### src/rtl/tvs_pkg.sv
package tvs_pkg;
  localparam int unsigned NUM_VOICES = 3;
  localparam int unsigned ACC_W      = 20;
  localparam int unsigned WAVE_W     = 4;
  localparam int unsigned IDX_W      = 5;
  localparam int unsigned NIB_W      = 4;

  typedef enum logic [2:0] {
    FLD_FREQ_LO  = 3'd0,
    FLD_FREQ_MID = 3'd1,
    FLD_FREQ_HI  = 3'd2,
    FLD_VOLUME   = 3'd3,
    FLD_WAVE     = 3'd4
  } fld_e;
endpackage

### src/rtl/tvs_regs.sv
module tvs_regs
  import tvs_pkg::*;
#(
  parameter int unsigned NV        = NUM_VOICES,
  parameter int unsigned AW        = ACC_W,
  parameter logic [15:0] WIN_BASE  = 16'h5040
) (
  input  logic                          clk_i,
  input  logic                          rst_ni,
  input  logic                          wr_en_i,
  input  logic [15:0]                   wr_addr_i,
  input  logic [7:0]                    wr_data_i,
  output logic [NV-1:0][AW-1:0]         freq_o,
  output logic [NV-1:0][NIB_W-1:0]      vol_o,
  output logic [NV-1:0][WAVE_W-1:0]     wave_o
);
  localparam int unsigned HI_W = AW - 16;

  logic in_win;
  assign in_win = wr_en_i && (wr_addr_i[15:5] == WIN_BASE[15:5]);

  for (genvar v = 0; v < NV; v++) begin : g_voice
    logic hit;
    assign hit = in_win && (wr_addr_i[4:3] == 2'(v));

    always_ff @(posedge clk_i or negedge rst_ni) begin
      if (!rst_ni) begin
        freq_o[v] <= '0;
        vol_o[v]  <= '0;
        wave_o[v] <= '0;
      end else if (hit) begin
        case (wr_addr_i[2:0])
          FLD_FREQ_LO:  freq_o[v][7:0]     <= wr_data_i;
          FLD_FREQ_MID: freq_o[v][15:8]    <= wr_data_i;
          FLD_FREQ_HI:  freq_o[v][AW-1:16] <= wr_data_i[HI_W-1:0];
          FLD_VOLUME:   vol_o[v]           <= wr_data_i[NIB_W-1:0];
          FLD_WAVE:     wave_o[v]          <= wr_data_i[WAVE_W-1:0];
          default: ;
        endcase
      end
    end
  end
endmodule

### src/rtl/tvs_core.sv
module tvs_core
  import tvs_pkg::*;
#(
  parameter int unsigned TICK_DIV = 1042,
  parameter int unsigned NV       = NUM_VOICES,
  parameter int unsigned AW       = ACC_W,
  parameter int unsigned SUM_W    = 6
) (
  input  logic                          clk_i,
  input  logic                          rst_ni,
  input  logic [NV-1:0][AW-1:0]         freq_i,
  input  logic [NV-1:0][NIB_W-1:0]      vol_i,
  input  logic [NV-1:0][WAVE_W-1:0]     wave_i,
  output logic [WAVE_W+IDX_W-1:0]       rom_addr_o,
  input  logic [7:0]                    rom_data_i,
  output logic [SUM_W+1:0]              sample_o,
  output logic                          sample_valid_o
);
  localparam int unsigned DIV_W     = $clog2(TICK_DIV);
  localparam int unsigned STEP_LAST = NV + 2;
  localparam int unsigned STEP_W    = $clog2(NV + 3);

  logic [DIV_W-1:0]       div_q;
  logic                   tick;
  logic [NV-1:0][AW-1:0]  acc_q;
  logic [STEP_W-1:0]      step_q;
  logic [SUM_W-1:0]       sum_q;
  logic                   cap_en;
  logic [NIB_W-1:0]       cap_vol;
  logic [7:0]             prod;
  logic                   unused_rom_hi;

  assign tick          = (div_q == DIV_W'(TICK_DIV - 1));
  assign unused_rom_hi = ^rom_data_i[7:NIB_W];

  always_ff @(posedge clk_i or negedge rst_ni) begin
    if (!rst_ni)   div_q <= '0;
    else if (tick) div_q <= '0;
    else           div_q <= div_q + 1'b1;
  end

  for (genvar v = 0; v < NV; v++) begin : g_acc
    always_ff @(posedge clk_i or negedge rst_ni) begin
      if (!rst_ni)   acc_q[v] <= '0;
      else if (tick) acc_q[v] <= acc_q[v] + freq_i[v];
    end
  end

  // step 1..NV issue voice step-1; step 2..NV+1 capture voice step-2; last step latches
  always_ff @(posedge clk_i or negedge rst_ni) begin
    if (!rst_ni)                              step_q <= '0;
    else if (tick)                            step_q <= STEP_W'(1);
    else if (step_q == STEP_W'(STEP_LAST))    step_q <= '0;
    else if (step_q != '0)                    step_q <= step_q + 1'b1;
  end

  always_comb begin
    rom_addr_o = {wave_i[0], acc_q[0][AW-1 -: IDX_W]};
    for (int v = 0; v < NV; v++) begin
      if (step_q == STEP_W'(v + 1))
        rom_addr_o = {wave_i[v], acc_q[v][AW-1 -: IDX_W]};
    end
  end

  always_comb begin
    cap_en  = 1'b0;
    cap_vol = '0;
    for (int v = 0; v < NV; v++) begin
      if (step_q == STEP_W'(v + 2)) begin
        cap_en  = 1'b1;
        cap_vol = vol_i[v];
      end
    end
  end

  assign prod = {4'b0, rom_data_i[NIB_W-1:0]} * {4'b0, cap_vol};

  always_ff @(posedge clk_i or negedge rst_ni) begin
    if (!rst_ni)     sum_q <= '0;
    else if (tick)   sum_q <= '0;
    else if (cap_en) sum_q <= sum_q + SUM_W'(prod[7:4]);
  end

  always_ff @(posedge clk_i or negedge rst_ni) begin
    if (!rst_ni) begin
      sample_o       <= '0;
      sample_valid_o <= 1'b0;
    end else if (step_q == STEP_W'(STEP_LAST)) begin
      sample_o       <= {sum_q, 2'b00};
      sample_valid_o <= 1'b1;
    end else begin
      sample_valid_o <= 1'b0;
    end
  end
endmodule

### src/rtl/tvs_pwm.sv
module tvs_pwm #(
  parameter int unsigned W = 8
) (
  input  logic         clk_i,
  input  logic         rst_ni,
  input  logic [W-1:0] sample_i,
  output logic [W-1:0] cnt_o,
  output logic [W-1:0] thr_o
);
  always_ff @(posedge clk_i or negedge rst_ni) begin
    if (!rst_ni) begin
      cnt_o <= '0;
      thr_o <= '0;
    end else begin
      cnt_o <= cnt_o + 1'b1;
      if (&cnt_o) thr_o <= sample_i;  // reload only at wrap
    end
  end
endmodule

### src/rtl/tri_voice_synth.sv
module tri_voice_synth
  import tvs_pkg::*;
#(
  parameter int unsigned TICK_DIV = 1042,
  parameter logic [15:0] WIN_BASE = 16'h5040,
  parameter int unsigned NV       = NUM_VOICES,
  parameter int unsigned AW       = ACC_W,
  localparam int unsigned ROM_AW  = WAVE_W + IDX_W,
  localparam int unsigned SUM_W   = $clog2(15 * NV + 1),
  localparam int unsigned SMP_W   = SUM_W + 2
) (
  input  logic              clk_i,
  input  logic              rst_ni,
  input  logic              wr_en_i,
  input  logic [15:0]       wr_addr_i,
  input  logic [7:0]        wr_data_i,
  output logic [ROM_AW-1:0] rom_addr_o,
  input  logic [7:0]        rom_data_i,
  output logic [SMP_W-1:0]  sample_o,
  output logic              sample_valid_o,
  output logic              pwm_o
);
  logic [NV-1:0][AW-1:0]     freq;
  logic [NV-1:0][NIB_W-1:0]  vol;
  logic [NV-1:0][WAVE_W-1:0] wave;
  logic [SMP_W-1:0]          pwm_cnt;
  logic [SMP_W-1:0]          pwm_thr;

  tvs_regs #(.NV(NV), .AW(AW), .WIN_BASE(WIN_BASE)) u_regs (
    .clk_i     (clk_i),
    .rst_ni    (rst_ni),
    .wr_en_i   (wr_en_i),
    .wr_addr_i (wr_addr_i),
    .wr_data_i (wr_data_i),
    .freq_o    (freq),
    .vol_o     (vol),
    .wave_o    (wave)
  );

  tvs_core #(.TICK_DIV(TICK_DIV), .NV(NV), .AW(AW), .SUM_W(SUM_W)) u_core (
    .clk_i          (clk_i),
    .rst_ni         (rst_ni),
    .freq_i         (freq),
    .vol_i          (vol),
    .wave_i         (wave),
    .rom_addr_o     (rom_addr_o),
    .rom_data_i     (rom_data_i),
    .sample_o       (sample_o),
    .sample_valid_o (sample_valid_o)
  );

  tvs_pwm #(.W(SMP_W)) u_pwm (
    .clk_i    (clk_i),
    .rst_ni   (rst_ni),
    .sample_i (sample_o),
    .cnt_o    (pwm_cnt),
    .thr_o    (pwm_thr)
  );

  assign pwm_o = (pwm_cnt < pwm_thr);
endmodule

### config.mk
export PLATFORM = sky130hd
export DESIGN_NAME = tri_voice_synth
export DESIGN_NICKNAME = d
export VERILOG_FILES = /design/src/rtl/tvs_pkg.sv /design/src/rtl/tvs_regs.sv /design/src/rtl/tvs_core.sv /design/src/rtl/tvs_pwm.sv /design/src/rtl/tri_voice_synth.sv
export SDC_FILE = /design/constraint.sdc
export NUM_CORES = 1
export LEC_CHECK = 0
export ABC_CLOCK_PERIOD_IN_PS = 6800
export BUFFER_PORTS_ARGS = -buffer_cell sky130_fd_sc_hd__buf_2
export CAP_MARGIN = 0
export CORE_MARGIN = 5
export CORE_UTILIZATION = 30
export CTS_CLUSTER_DIAMETER = 40
export CTS_CLUSTER_SIZE = 25
export DETAILED_ROUTE_END_ITERATION = 16
export HOLD_SLACK_MARGIN = 0.03
export PLACE_DENSITY_LB_ADDON = 0.1
export REMOVE_ABC_BUFFERS = 1
export SLEW_MARGIN = 15
export SYNTH_ARGS = -nofsm -noshare
export SYNTH_HDL_FRONTEND = slang
export SYNTH_SLANG_ARGS = --single-unit
### constraint.sdc
create_clock -name clk_i -period 6.8 [get_ports clk_i]
set_input_delay 1.02 -clock clk_i [delete_from_list [all_inputs] [get_ports clk_i]]
set_output_delay 1.02 -clock clk_i [all_outputs]
set_load 0.01 [all_outputs]
==> summary.txt <==
Critical path
  – Critical path class: flip-flop to flip-flop
  – Worst reg2reg startpoint: u_core.step_q[0]
  – Path depth of the worst reg2reg path: 22
  – Destination of the worst register-to-register timing path: u_core.sum_q[5]
  – Startpoint type of the worst setup path: flip-flop
  – Register-to-register path setup slack: 1280 ps
  – CP max FO: 26
  – Capturing element type of the critical path: flip-flop
  – Data required, critical path: 7120 ps
  – Arr. time, crit path: 5830 ps

GRT
  – Antenna violations before repair: 1
  – Maximum number of pins on one net before global-route repair: 128
  – Vias in the first global route: 8164
  – Global-route usage over all layers: 0.138
  – Overflow left after global routing: 0
  – First-pass GRT wire length: 45100 microns

Timing
  – Relative slew margins: 0.399
  – Final-layout setup total negative slack: 0 ps
  – RSZ-0062 raised after global routing: no
  – Clock period minus worst slack: 5520 ps
  – Fin Clk Skew: 9.45 ps
  – Final critical-path share of the clock period: 0.811
  – Max frequency: 181 MHz
  – Setup WS post-layout: 1280 ps
  – Number of max-slew violations in the final report: 0
  – Final Hold Fails: 0
  – Endpoints failing setup: 0
  – Worst-Margin Slew: 902 ps

Run status
  – Result of the run: finished clean

Synth
  – Dominant cells by area after synthesis: sky130_fd_sc_hd__dfrtp_1, sky130_fd_sc_hd__mux2_2, sky130_fd_sc_hd__ha_1
  – Register area share after synthesis: 0.422
  – Avg Synthesized Cell Area: 10.1 sq um
  – Async set-or-reset flop fraction in the synthesized netlist: 1.00
  – Yosys top cell by area: sky130_fd_sc_hd__dfrtp_1
  – Library cells used by synthesis: 69
  – Cell Area, Synth: 0.0110 sq mm
  – Fraction of post-synthesis cell area in the top cell type by area: 0.422
  – Synthesis Warnings: 0
  – Synthesis-stage register bit count: 185
  – Post-synthesis cell count: 1090
  – Number of enable-type register cells in the synthesized netlist: 0
  – Leading register cell type out of synthesis: sky130_fd_sc_hd__dfrtp_1

Clock network
  – CTS tree: yes
  – Number of buffers inserted during clock tree synthesis: 17
  – Hold buffer count at cts: 0
  – Worst-skew pair later-pin latency: 450 ps
  – Clock-pin slew on the worst setup and hold paths: 80 ps
  – Post-CTS Setup Bufs: 0
  – Resize count post-CTS: 0
  – Bufs on Longest Clock Path: 2
  – Deepest level of the CTS H-tree: 4
  – Clock Sink Count: 185
  – Root buffer cell: sky130_fd_sc_hd__clkbuf_16

Layout
  – N_diodes: 0
  – Area added between synthesis and finish: 11.9%
  – Final nets: 1246
  – Fraction of layout cells with a size suffix above 1: 0.167

Hold path
  – Hold Path Cell Cnt: 1
  – Class of the worst hold path: flip-flop to flip-flop
  – Endpoint of the worst hold-timing path: u_core.acc_q[39]
  – Start point of the worst hold path: u_core.acc_q[39]

Route
  – First-pass iteration count of the detailed router: 5
  – Number of DRC markers after the initial detailed-route iteration: 334
  – Average wire length per cell after detail routing: 16.9 microns
  – Routed Antenna Nets: 0
  – Residual DRC: 0
  – Via/cell ratio: 4.96
  – Via count: 7956
  – Final WL: 27100 microns

Place
  – Setup WS pre-CTS: 1240 ps
  – Final HPWL from detailed placement: 18800 microns
  – GP Congestion: 0.778
  – Number of buffers inserted by port buffering: 47

Run
  – Max-cap check violation count: 0

Die
  – Standard-cell rows: 70
  – Vertical extent of the die: 201 microns
  – Area enclosed by the die boundary: 0.0405 sq mm
  – Placeable core region: 0.0363 sq mm
  – Initial standard-cell utilization of the core: 0.302
  – Die width: 201 microns
  – I/O pin total: 54

Power
  – Power per standard cell area: 177 mW/mm^2
  – Max rail drop VDD: 0.000176 V
  – Leakage: 5.98 nW
layer usage:
metal	up-vias	routed length (microns)	track usage
li1	3990	-	-
met1	3874	14000	0.199
met2	76	12200	0.219
met3	16	618	0.0211
met4	0	282	0.0354
met5	-	0	0
worst max-delay path, cell delays in order (launching register included):
cell and delay [ps]:
sky130_fd_sc_hd__dfrtp_1 530, sky130_fd_sc_hd__and2_1 180, sky130_fd_sc_hd__ha_1 700, sky130_fd_sc_hd__nor2_1 110, sky130_fd_sc_hd__a21oi_1 140, sky130_fd_sc_hd__nor2_1 50
sky130_fd_sc_hd__a21oi_1 280, sky130_fd_sc_hd__nand2b_1 180, sky130_fd_sc_hd__fa_1 450, sky130_fd_sc_hd__fa_1 550, sky130_fd_sc_hd__inv_1 40, sky130_fd_sc_hd__ha_1 280
sky130_fd_sc_hd__and3_1 200, sky130_fd_sc_hd__a41oi_1 290, sky130_fd_sc_hd__xnor2_1 210, sky130_fd_sc_hd__ha_1 280, sky130_fd_sc_hd__a21o_1 170, sky130_fd_sc_hd__a21oi_1 220
sky130_fd_sc_hd__inv_1 70, sky130_fd_sc_hd__a21oi_1 140, sky130_fd_sc_hd__nor3b_1 70, sky130_fd_sc_hd__xnor2_1 170, sky130_fd_sc_hd__nor2_1 60
cell families (layout without fill, tap and decap cells):
kind of cell	Yosys count	count (layout)	share of synthesized area
AO/OA/AOI/OAI	261	261	0.150
other	1	2	0.000342
multiplexers	103	103	0.104
buffers and inverters	79	125	0.0286
XOR/XNOR	58	58	0.0463
flip-flops	185	185	0.422
adder cells (fa/ha/maj)	87	87	0.104
AND/OR/NAND/NOR	316	316	0.144
registers in the layout, indices dropped and copies added, names as in the netlist:
register               flops
u_core.acc_q              60
u_regs.freq_o             60
u_regs.vol_o              12
u_regs.wave_o             12
u_core.div_q              11
u_pwm.cnt_o                8
u_core.sample_o            6
u_core.sum_q               6
u_pwm.thr_o                6
u_core.step_q              3
u_core.sample_valid_o      1
power by group:
part           switching (mW)  internal (mW)  total (mW)
Combinational          0.0506         0.0160      0.0666
Sequential            0.00528           1.10        1.11
Clock                   0.494          0.495       0.990
Total                   0.550           1.62        2.17
layout make-up:
class / count / area, sq um
tap: 468 / 586
clock buffer: 18 / 439
inverter: 40 / 150
timing repair buffer: 53 / 302
multi-input combinational: 827 / 6030
sequential: 185 / 4630
clock inverter: 14 / 130
fill: 3774 / 24100
synthesized netlist by cell type (8+ instances only):
cell type,number
sky130_fd_sc_hd__dfrtp_1,185
sky130_fd_sc_hd__nand2_1,118
sky130_fd_sc_hd__mux2_2,89
sky130_fd_sc_hd__o21ai_0,83
sky130_fd_sc_hd__ha_1,80
sky130_fd_sc_hd__a21oi_1,64
sky130_fd_sc_hd__nor2_1,62
sky130_fd_sc_hd__inv_1,40
sky130_fd_sc_hd__xnor2_1,30
sky130_fd_sc_hd__a21o_1,28
sky130_fd_sc_hd__xor2_1,28
sky130_fd_sc_hd__clkbuf_1,25
sky130_fd_sc_hd__nand3_1,25
sky130_fd_sc_hd__nor2b_1,17
sky130_fd_sc_hd__mux2i_1,14
sky130_fd_sc_hd__nand2b_1,14
sky130_fd_sc_hd__nor3_1,11
sky130_fd_sc_hd__and3_1,10
sky130_fd_sc_hd__nand4_1,10
sky130_fd_sc_hd__o31ai_1,10
sky130_fd_sc_hd__o21a_1,9
sky130_fd_sc_hd__a31oi_1,8
sky130_fd_sc_hd__buf_2,8
sky130_fd_sc_hd__or3_1,8
through the flow:
stage	instances	hold WS, ps	utilization	power [mW]	area, sq um
4_1_cts	1605	471	0.337	2.22	12300
6_report	1605	470	0.337	2.17	12300
3_5_place_dp	1573	457	0.322	1.20	11700
3_3_place_gp	1573	455	0.322	1.20	11700
5_1_grt	1605	489	0.337	2.27	12300
2_1_floorplan	1052	441	-	1.14	10800
worst max-delay path by stage:
stage                startpoint         endpoint
3_3_place_gp   u_core.step_q[0]  u_core.sum_q[5]
5_1_grt        u_core.step_q[0]  u_core.sum_q[5]
2_1_floorplan  u_core.step_q[0]  u_core.sum_q[5]
3_5_place_dp   u_core.step_q[0]  u_core.sum_q[5]
6_report       u_core.step_q[0]  u_core.sum_q[5]
4_1_cts        u_core.step_q[0]  u_core.sum_q[5]
placed cells by master (no fill, tap or decap), types with 5 or more instances in the layout:
master / instances
sky130_fd_sc_hd__dfrtp_1: 185
sky130_fd_sc_hd__nand2_1: 118
sky130_fd_sc_hd__mux2_2: 89
sky130_fd_sc_hd__o21ai_0: 83
sky130_fd_sc_hd__ha_1: 80
sky130_fd_sc_hd__a21oi_1: 64
sky130_fd_sc_hd__nor2_1: 62
sky130_fd_sc_hd__buf_2: 46
sky130_fd_sc_hd__inv_1: 40
sky130_fd_sc_hd__xnor2_1: 30
sky130_fd_sc_hd__a21o_1: 28
sky130_fd_sc_hd__xor2_1: 28
sky130_fd_sc_hd__nand3_1: 25
sky130_fd_sc_hd__nor2b_1: 17
sky130_fd_sc_hd__clkbuf_16: 17
sky130_fd_sc_hd__nand2b_1: 14
sky130_fd_sc_hd__mux2i_1: 14
sky130_fd_sc_hd__nor3_1: 11
sky130_fd_sc_hd__and3_1: 10
sky130_fd_sc_hd__nand4_1: 10
sky130_fd_sc_hd__o31ai_1: 10
sky130_fd_sc_hd__o21a_1: 9
sky130_fd_sc_hd__a31oi_1: 8
sky130_fd_sc_hd__or3_1: 8
sky130_fd_sc_hd__a211oi_1: 7
sky130_fd_sc_hd__fa_1: 7
sky130_fd_sc_hd__a21boi_0: 6
sky130_fd_sc_hd__nand3b_1: 6
sky130_fd_sc_hd__and2_1: 5
sky130_fd_sc_hd__o211ai_1: 5
sky130_fd_sc_hd__buf_4: 5
Power figures use the tool's default switching activity.
